===== src/rtl/tsd_pkg.sv =====
package tsd_pkg;

    typedef enum logic [1:0] {
        TMR_IDLE = 2'd0,
        TMR_WAIT = 2'd1,
        TMR_ACT  = 2'd2
    } tmr_state_e;

endpackage


===== src/rtl/tsd_strobe_meter.sv =====
module tsd_strobe_meter #(
    parameter int SLOT_BITS = 8
) (
    input  logic clk,
    input  logic rst_n,
    input  logic en_i,
    input  logic fp_mode_i,
    input  logic strb_i,
    output logic start_o,
    output logic err_o
);
    localparam int RUN_MAX = SLOT_BITS + 1;
    localparam int RUN_W   = $clog2(RUN_MAX + 1);

    typedef struct packed {
        logic             armed;
        logic [RUN_W-1:0] run;
        logic             err;
    } meter_t;

    meter_t q, d;
    logic             act_in;
    logic [RUN_W-1:0] want;

    always_comb begin
        act_in  = fp_mode_i ? ~strb_i : strb_i;
        want    = fp_mode_i ? RUN_W'(1) : RUN_W'(SLOT_BITS);
        d       = q;
        d.err   = 1'b0;
        start_o = 1'b0;
        if (en_i) begin
            if (!q.armed) begin
                if (!act_in) begin
                    d.armed = 1'b1;
                end
            end else if (act_in) begin
                if (q.run != RUN_W'(RUN_MAX)) begin
                    d.run = q.run + 1'b1;
                end
            end else begin
                if (q.run != '0) begin
                    if (q.run == want) begin
                        start_o = 1'b1;
                    end else begin
                        d.err = 1'b1;
                    end
                end
                d.run = '0;
            end
        end
    end

    always_ff @(posedge clk or negedge rst_n) begin
        if (!rst_n) begin
            q <= '0;
        end else begin
            q <= d;
        end
    end

    assign err_o = q.err;

    // an error flag never lasts longer than one cycle
    p_err_single_r3: assert property (@(posedge clk) disable iff (!rst_n)
        err_o |=> !err_o);

endmodule


===== src/rtl/tsd_delay_timer.sv =====
module tsd_delay_timer #(
    parameter int CNT_W = 7
) (
    input  logic             clk,
    input  logic             rst_n,
    input  logic             start_i,
    input  logic [CNT_W-1:0] delay_i,
    input  logic [CNT_W-1:0] width_i,
    output logic             act_o
);
    import tsd_pkg::*;

    typedef struct packed {
        tmr_state_e       st;
        logic [CNT_W-1:0] cnt;
        logic             act;
    } tmr_t;

    tmr_t q, d;
    logic fire;

    always_comb begin
        fire = (q.st == TMR_WAIT) && (q.cnt == '0);
        d    = q;
        case (q.st)
            TMR_WAIT: begin
                if (q.cnt == '0) begin
                    d.act = 1'b1;
                    d.cnt = width_i - 1'b1;
                    d.st  = TMR_ACT;
                end else begin
                    d.act = 1'b0;
                    d.cnt = q.cnt - 1'b1;
                end
            end
            TMR_ACT: begin
                if (q.cnt == '0) begin
                    d.act = 1'b0;
                    d.st  = TMR_IDLE;
                end else begin
                    d.cnt = q.cnt - 1'b1;
                end
            end
            default: begin
                d.act = 1'b0;
                d.st  = TMR_IDLE;
            end
        endcase
        if (start_i) begin
            if (delay_i == '0) begin
                d.st  = TMR_ACT;
                d.cnt = width_i - 1'b1;
                d.act = 1'b1;
            end else begin
                d.st  = TMR_WAIT;
                d.cnt = delay_i - 1'b1;
                d.act = fire;
            end
        end
    end

    always_ff @(posedge clk or negedge rst_n) begin
        if (!rst_n) begin
            q <= '{st: TMR_IDLE, cnt: '0, act: 1'b0};
        end else begin
            q <= d;
        end
    end

    assign act_o = q.act;

    // the output only becomes active from a start request or an expiring wait
    p_act_cause_r1: assert property (@(posedge clk) disable iff (!rst_n)
        $rose(act_o) |-> ($past(start_i) || $past(q.st == TMR_WAIT)));

endmodule


===== src/rtl/tsd_strobe_delay.sv =====
module tsd_strobe_delay #(
    parameter int SLOT_BITS      = 8,
    parameter int FP_CLK_PER_BIT = 2,
    parameter int FP_SLOT_GAP    = 4
) (
    input  logic clk,
    input  logic rst_n,
    input  logic mode_i,
    input  logic strb_i,
    output logic strb_o,
    output logic len_err_o
);
    localparam int FP_DELAY = SLOT_BITS * FP_CLK_PER_BIT * FP_SLOT_GAP;
    localparam int MAX_CNT  = (FP_DELAY > SLOT_BITS) ? FP_DELAY : SLOT_BITS;
    localparam int CNT_W    = $clog2(MAX_CNT + 1);

    typedef struct packed {
        logic init;
        logic fp;
    } ctl_t;

    ctl_t q, d;
    logic             init_q;
    logic             fp_q;
    logic             start_w;
    logic             act_w;
    logic [CNT_W-1:0] delay_sel;
    logic [CNT_W-1:0] width_sel;

    always_comb begin
        d = q;
        if (!q.init) begin
            d.init = 1'b1;
            d.fp   = mode_i;
        end
    end

    always_ff @(posedge clk or negedge rst_n) begin
        if (!rst_n) begin
            q <= '0;
        end else begin
            q <= d;
        end
    end

    assign init_q = q.init;
    assign fp_q   = q.fp;

    // Width measurement ends one edge after a one-clock frame pulse, hence one less.
    assign delay_sel = fp_q ? CNT_W'(FP_DELAY - 1) : '0;
    assign width_sel = fp_q ? CNT_W'(1) : CNT_W'(SLOT_BITS);

    tsd_strobe_meter #(
        .SLOT_BITS (SLOT_BITS)
    ) u_meter (
        .clk       (clk),
        .rst_n     (rst_n),
        .en_i      (init_q),
        .fp_mode_i (fp_q),
        .strb_i    (strb_i),
        .start_o   (start_w),
        .err_o     (len_err_o)
    );

    tsd_delay_timer #(
        .CNT_W (CNT_W)
    ) u_timer (
        .clk     (clk),
        .rst_n   (rst_n),
        .start_i (start_w),
        .delay_i (delay_sel),
        .width_i (width_sel),
        .act_o   (act_w)
    );

    assign strb_o = init_q ? (fp_q ? ~act_w : act_w) : mode_i;

    // captured mode never changes once latched
    p_mode_hold_r5: assert property (@(posedge clk) disable iff (!rst_n)
        init_q |=> $stable(fp_q));

    // a frame-pulse output lasts a single clock
    p_fp_one_wide_r2: assert property (@(posedge clk) disable iff (!rst_n)
        (init_q && fp_q && !strb_o) |=> strb_o);

    // an error report in strobe mode never coincides with a new output
    p_err_no_out_r3: assert property (@(posedge clk) disable iff (!rst_n)
        (init_q && !fp_q && len_err_o) |-> !$rose(strb_o));

    // no error before the mode has been captured
    p_quiet_pre_init_r4: assert property (@(posedge clk) disable iff (!rst_n)
        !init_q |-> !len_err_o);

    // a strobe-mode output begins right after the input falls
    p_ssi_start_r1: assert property (@(posedge clk) disable iff (!rst_n)
        (init_q && !fp_q && $rose(strb_o)) |-> (!$past(strb_i) && $past(strb_i, 2)));

endmodule


===== config.mk =====
export PLATFORM = sky130hd
export DESIGN_NAME = tsd_strobe_delay
export DESIGN_NICKNAME = d
export VERILOG_FILES = /design/src/rtl/tsd_pkg.sv /design/src/rtl/tsd_strobe_meter.sv /design/src/rtl/tsd_delay_timer.sv /design/src/rtl/tsd_strobe_delay.sv
export SDC_FILE = /design/constraint.sdc
export NUM_CORES = 1
export LEC_CHECK = 0
export ABC_CLOCK_PERIOD_IN_PS = 3800
export BUFFER_PORTS_ARGS = -buffer_cell sky130_fd_sc_hd__buf_2
export CAP_MARGIN = 10
export CORE_UTILIZATION = 60
export CTS_CLUSTER_DIAMETER = 60
export CTS_CLUSTER_SIZE = 24
export DETAILED_ROUTE_END_ITERATION = 16
export PLACE_DENSITY = 0.89
export SLEW_MARGIN = 25
export SYNTH_ARGS = -nofsm -noshare
export SYNTH_HDL_FRONTEND = slang
export SYNTH_HIERARCHICAL = 1
export SYNTH_SLANG_ARGS = --single-unit

===== constraint.sdc =====
create_clock -name clk -period 3.8 [get_ports clk]
set_clock_uncertainty 0.05 [all_clocks]
set_input_delay 0.95 -clock clk [delete_from_list [all_inputs] [get_ports clk]]
set_output_delay 0.95 -clock clk [all_outputs]
set_load 0.05 [all_outputs]

### Word-level counts from Yosys, hierarchy flattened

Cells that the tools add are included.

* flip-flop bits (word level): 18
* output and inout bits: 2
* word-level logic and storage cells: 60

* $add $sub $neg: 4
* equal/unequal tests: 8
* mux-type cells: 30
* bitwise operators: 2
* reduce and logical (&&, ||, !) cells: 8

Operators by type and width (count)
* 10-bit two-way mux: 2
* 1-bit two-way mux: 16
* 4-bit two-way mux: 4
* 7-bit logical NOT: 2
* 7-bit case mux with 2 select lines: 1
* 8-bit two-way mux: 1
* 7-bit two-way mux: 1
* 6-bit by 1-bit subtractor with 7-bit output, second input constant: 1
* 7-bit by 1-bit subtractor with 7-bit output, second input constant: 1
* 6-bit two-way mux: 1
* 3-bit != test, second input constant: 2
* 4-bit by 1-bit subtractor with 5-bit output, second input constant: 1
* 4-bit by 1-bit adder with 4-bit output, second input constant: 1
* 4-bit == test: 1
* 2-bit two-way mux: 2
* 4-bit != test, second input constant: 1
* 2-bit case mux with 2 select lines: 1
* 2-bit AND reduction: 2
* 4-bit nonzero test: 1
* 3-bit by 2-bit != test with 1-bit output, second input constant: 1
* 3-bit AND reduction: 1
* 3-bit nonzero test: 1
* 2-bit by 1-bit == test with 1-bit output, second input constant: 1
* 2-bit == test, second input constant: 1
* 4 further kinds: 5

### Longest topological paths before layout

* word-level depth: 9
* mapped depth: 9
* depth with buffers taken out: 8

### Hierarchy

Netlist, hierarchy kept.

By module, submodules not included
* tsd_delay_timer: instances 1, cells each 120, area each 1001.0 µm²
* tsd_strobe_meter: instances 1, cells each 37, area each 380.4 µm²
* tsd_strobe_delay: instances 1, cells each 9, area each 90.1 µm²

### Worst setup path before layout

No wires, ideal clock.

* path type: register -> output
* start point: register q, in the netlist fp_q
* end point: output port strb_o
* arrival time: 1763 ps
* path slack: 1037 ps
* stages on the path, launching flop included: 3
* cells stage by stage: dfrtp_1 > xnor2_1 > a21oi_1

* longest elaborated chain between the ends: 2

Ends and longest elaborated chain
* start, declared: RTL line tsd_strobe_delay.sv:22 `ctl_t q, d;`
* start signal, assigned: RTL line tsd_strobe_delay.sv:40 `q <= '0;`
* start signal, assigned: RTL line tsd_strobe_delay.sv:42 `q <= d;`
* 1-bit two-way mux (2 in a row): RTL line tsd_strobe_delay.sv:76 `assign strb_o = init_q ? (fp_q ? ~act_w : act_w) : mode_i;`
* end, declared: RTL line tsd_strobe_delay.sv:10 `output logic strb_o,`

No other way between the ends.

### Worst setup path in the final report

* start point: register q, in the netlist fp_q
* end point: register u_timer/q[1] (netlist name)

* longest elaborated chain between the ends: 9

Ends and longest elaborated chain
* 4-bit two-way mux: RTL line tsd_strobe_meter.sv:27 `want = fp_mode_i ? RUN_W'(1) : RUN_W'(SLOT_BITS);`
* 4-bit == test: RTL line tsd_strobe_meter.sv:42 `if (q.run == want) begin`
* 1-bit two-way mux: RTL line tsd_strobe_meter.sv:42
* 1-bit two-way mux: RTL line tsd_strobe_meter.sv:41 `if (q.run != '0) begin`
* 1-bit two-way mux *: RTL line tsd_strobe_meter.sv:36 `end else if (act_in) begin`
* 1-bit two-way mux *: RTL line tsd_strobe_meter.sv:32 `if (!q.armed) begin`
* 1-bit two-way mux *: RTL line tsd_strobe_meter.sv:31 `if (en_i) begin`
* via start_w: RTL line tsd_strobe_delay.sv:25 `logic start_w;`
* 3-bit != test (no line) or 3-bit nonzero test (tied branches)
* 2-bit AND reduction (no line)
* end signal, assigned: RTL line tsd_delay_timer.sv:64 `q <= '{st: TMR_IDLE, cnt: '0, act: 1'b0};`
* end, declared: RTL line tsd_delay_timer.sv:19 `tmr_t q, d;`

The timed path passes the listed nets; every way through them passes the cells marked *.
A chain may end at the register's enable or synchronous reset.

==> impl_metrics.json <==
{
  "worst_slew_pin_slew_ns": 0.916,
  "drt_first_pass_iters": 5,
  "placementRows": 17,
  "antenna_found_initial": 0,
  "max-cap-violations": 0,
  "grt_pass1_vias": 1278,
  "core_mm2": 0.00225,
  "clk_path_buf_depth": 2,
  "drt-vias-per-instance": 6.06,
  "synth_edf_count": 0,
  "synthTopCellsByCount": "18 x dfrtp_1, 12 x inv_1, 12 x nor2_1, 8 x ha_1, 8 x nand2_1",
  "post_cts_buffers": 0,
  "critPathArrivalTime_ns": 2.97,
  "power_density_mw_per_mm2": 539,
  "setup_ws_ns": 0.960,
  "crit_path_start_kind": "flop",
  "dieArea_mm2": 0.00265,
  "regToRegSetupSlack_ns": 0.96,
  "start_util": 0.653,
  "yosys-top-cells-area": "dfrtp_1 31%, ha_1 6.8%, xnor2_1 4.2%, inv_1 3.1%, nor2_1 3.1%",
  "grt_start_max_net_pins": 29,
  "yosysSeqAreaShare": 0.306,
  "die_y_um": 51.5,
  "cts_root_buffer": "clkbuf_4",
  "gr-usage-all-layers": 0.293,
  "rr_worst_depth": 7,
  "ant_nets": 0,
  "cp_cell_sequence": "xnor2_2, o311ai_1, nor4b_2, buf_4, or3_1, o21ai_0, o221ai_1",
  "rr_startpoint": "fp_q",
  "htreeDepth": 1,
  "grt_overflow_total": 0,
  "netlist_area_mm2": 0.00147,
  "slowest_stage": "dfrtp_1",
  "clkTransAtPathRegs_ns": 0.11,
  "numPortBuffers": 5,
  "antenna_cells": 0,
  "ys_async_sr_fraction": 1.00,
  "place_congestion": 0.886,
  "clock_latency_ns": 0.30,
  "holdPathStages": 1,
  "worst_ir_drop_vdd_mv": 0.310,
  "netlist.area_leader.share": 0.306,
  "critPathRequiredTime_ns": 3.93,
  "ys_warn_count": 6,
  "cp-end-kind": "flop",
  "path_class": "flop to flop",
  "hold_path_end": "u_meter/q[5]",
  "crit_fanout": 28,
  "cts_hold_buffers": 0,
  "outcome": "finished clean",
  "routed_wirelength_um": 3310,
  "setup_tns_ns": 0,
  "max_stage_delay_ns": 0.96,
  "fmax_mhz": 352,
  "critPathBufInv": 1,
  "synthFlopType": "dfrtp_1",
  "min_path_type": "flop to flop",
  "wire_per_inst_um": 15.1,
  "boundaryPins": 6,
  "post-route-min-period_ns": 2.84,
  "yosysUniqueCellTypes": 52,
  "avgSynthCellArea_um2": 8.86,
  "cts_tree": "built",
  "clkSinkCount": 18,
  "first_iter_violations": 111,
  "cts.repair.resized": 0,
  "path_delay_family": "flip-flops",
  "setup_viol": 0,
  "hpwlAfterDp_um": 2380,
  "slew_headroom": 0.389,
  "min_period_over_period": 0.747,
  "synth_top_cell_by_area": "dfrtp_1",
  "synth-seq-cells": 18,
  "min_from": "u_meter/q[5]",
  "synth_cells": 166,
  "layout.nets": 205,
  "drv_slew": 0,
  "fp.dieW_um": 51.5,
  "via_count": 1334,
  "final-hold-violation-count": 0,
  "cts_buffers": 3,
  "rsz0062_at_grt": "false",
  "area_growth_pct": 11.0,
  "drcViolationCount": 0,
  "pre_cts_ws_ns": 0.963,
  "grt_pass1_wl_um": 5760,
  "drive_gt1_frac": 0.120,
  "r2r_end": "u_timer/q[1]",
  "synth.most_common_cell": "dfrtp_1",
  "p_leak_nw": 0.723
}
==> per-stage QoR <==
step                      instances  power (W)  instance area, um^2  hold slack, ns  utilization
after detailed placement        216   0.000744                 1600           0.420        0.708
after global routing            220   0.000944                 1630           0.504        0.724
after floorplan                 186   0.000646                 1550           0.397            -
after CTS                       220   0.000873                 1630           0.476        0.724
after global placement          216   0.000712                 1600           0.407        0.708
final                           220   0.000880                 1630           0.474        0.724
==> worst max-delay path by stage <==
stage	slack [ns]	start	cells after the start	end
2_1_floorplan	1.04	fp_q	2	strb_o
3_3_place_gp	1.10	strb_i	8	u_timer/q[1]
3_5_place_dp	0.96	strb_i	8	u_timer/q[1]
4_1_cts	0.96	fp_q	3	strb_o
5_1_grt	0.74	fp_q	7	u_timer/q[1]
6_report	0.96	fp_q	7	u_timer/q[1]
==> cell usage in the layout (no fill, tap or decap), drive strengths merged, types with 7 or more instances in the layout <==
master,count
conb,22
dfrtp,18
ha,8
inv,12
nand2,8
nand3,7
nor2,12
o21ai,10
xnor2,8
==> registers in the layout, summed over array words and instances, names as in the netlist <==
name and flops:
u_timer/act_o 1, u_meter/err_o 1, fp_q 1, u_meter/q 5, init_q 1, u_timer/q 9
==> worst reg2reg max path, stage by stage (launching register included) <==
cell      delay (ns)
dfrtp_1         0.96
xnor2_2         0.27
o311ai_1        0.20
nor4b_2         0.10
buf_4           0.22
or3_1           0.53
o21ai_0         0.22
o221ai_1        0.15
==> cells by family (layout without fill, tap and decap cells) <==
family / after synthesis / after routing / share of synthesized area
simple gates: 62 / 62 / 0.259
xor+xnor: 10 / 10 / 0.0646
buf+inv: 16 / 22 / 0.0425
mux: 6 / 6 / 0.0425
compound gates: 44 / 44 / 0.212
flops: 18 / 18 / 0.306
other cells: 2 / 22 / 0.00510
fa+ha+maj: 8 / 8 / 0.0680
==> per-layer routing <==
layer / GRT usage / vias to the layer above / share of wire / routed length (um)
li1: - / 644 / - / -
met1: 0.379 / 597 / 0.42 / 1380
met2: 0.478 / 85 / 0.47 / 1570
met3: 0.0409 / 8 / 0.084 / 278
met4: 0.144 / 0 / 0.026 / 87
met5: 0 / - / 0 / 0
==> report_power, final <==
part	internal (W)	switching (W)
Sequential	0.000254	0.0000974
Combinational	0.000174	0.000230
Clock	0.0000585	0.0000651
==> area by class of cell <==
| class | instances | area [um^2] |
|---|---|---|
| Clock buffer | 4 | 36.3 |
| Fill cell | 170 | 622 |
| Inverter | 12 | 45.0 |
| Multi-Input combinational cell | 152 | 1030 |
| Sequential cell | 18 | 450 |
| Tap cell | 28 | 35.0 |
| Timing Repair Buffer | 6 | 32.5 |
No activity file was read; power rests on OpenSTA's default activity.
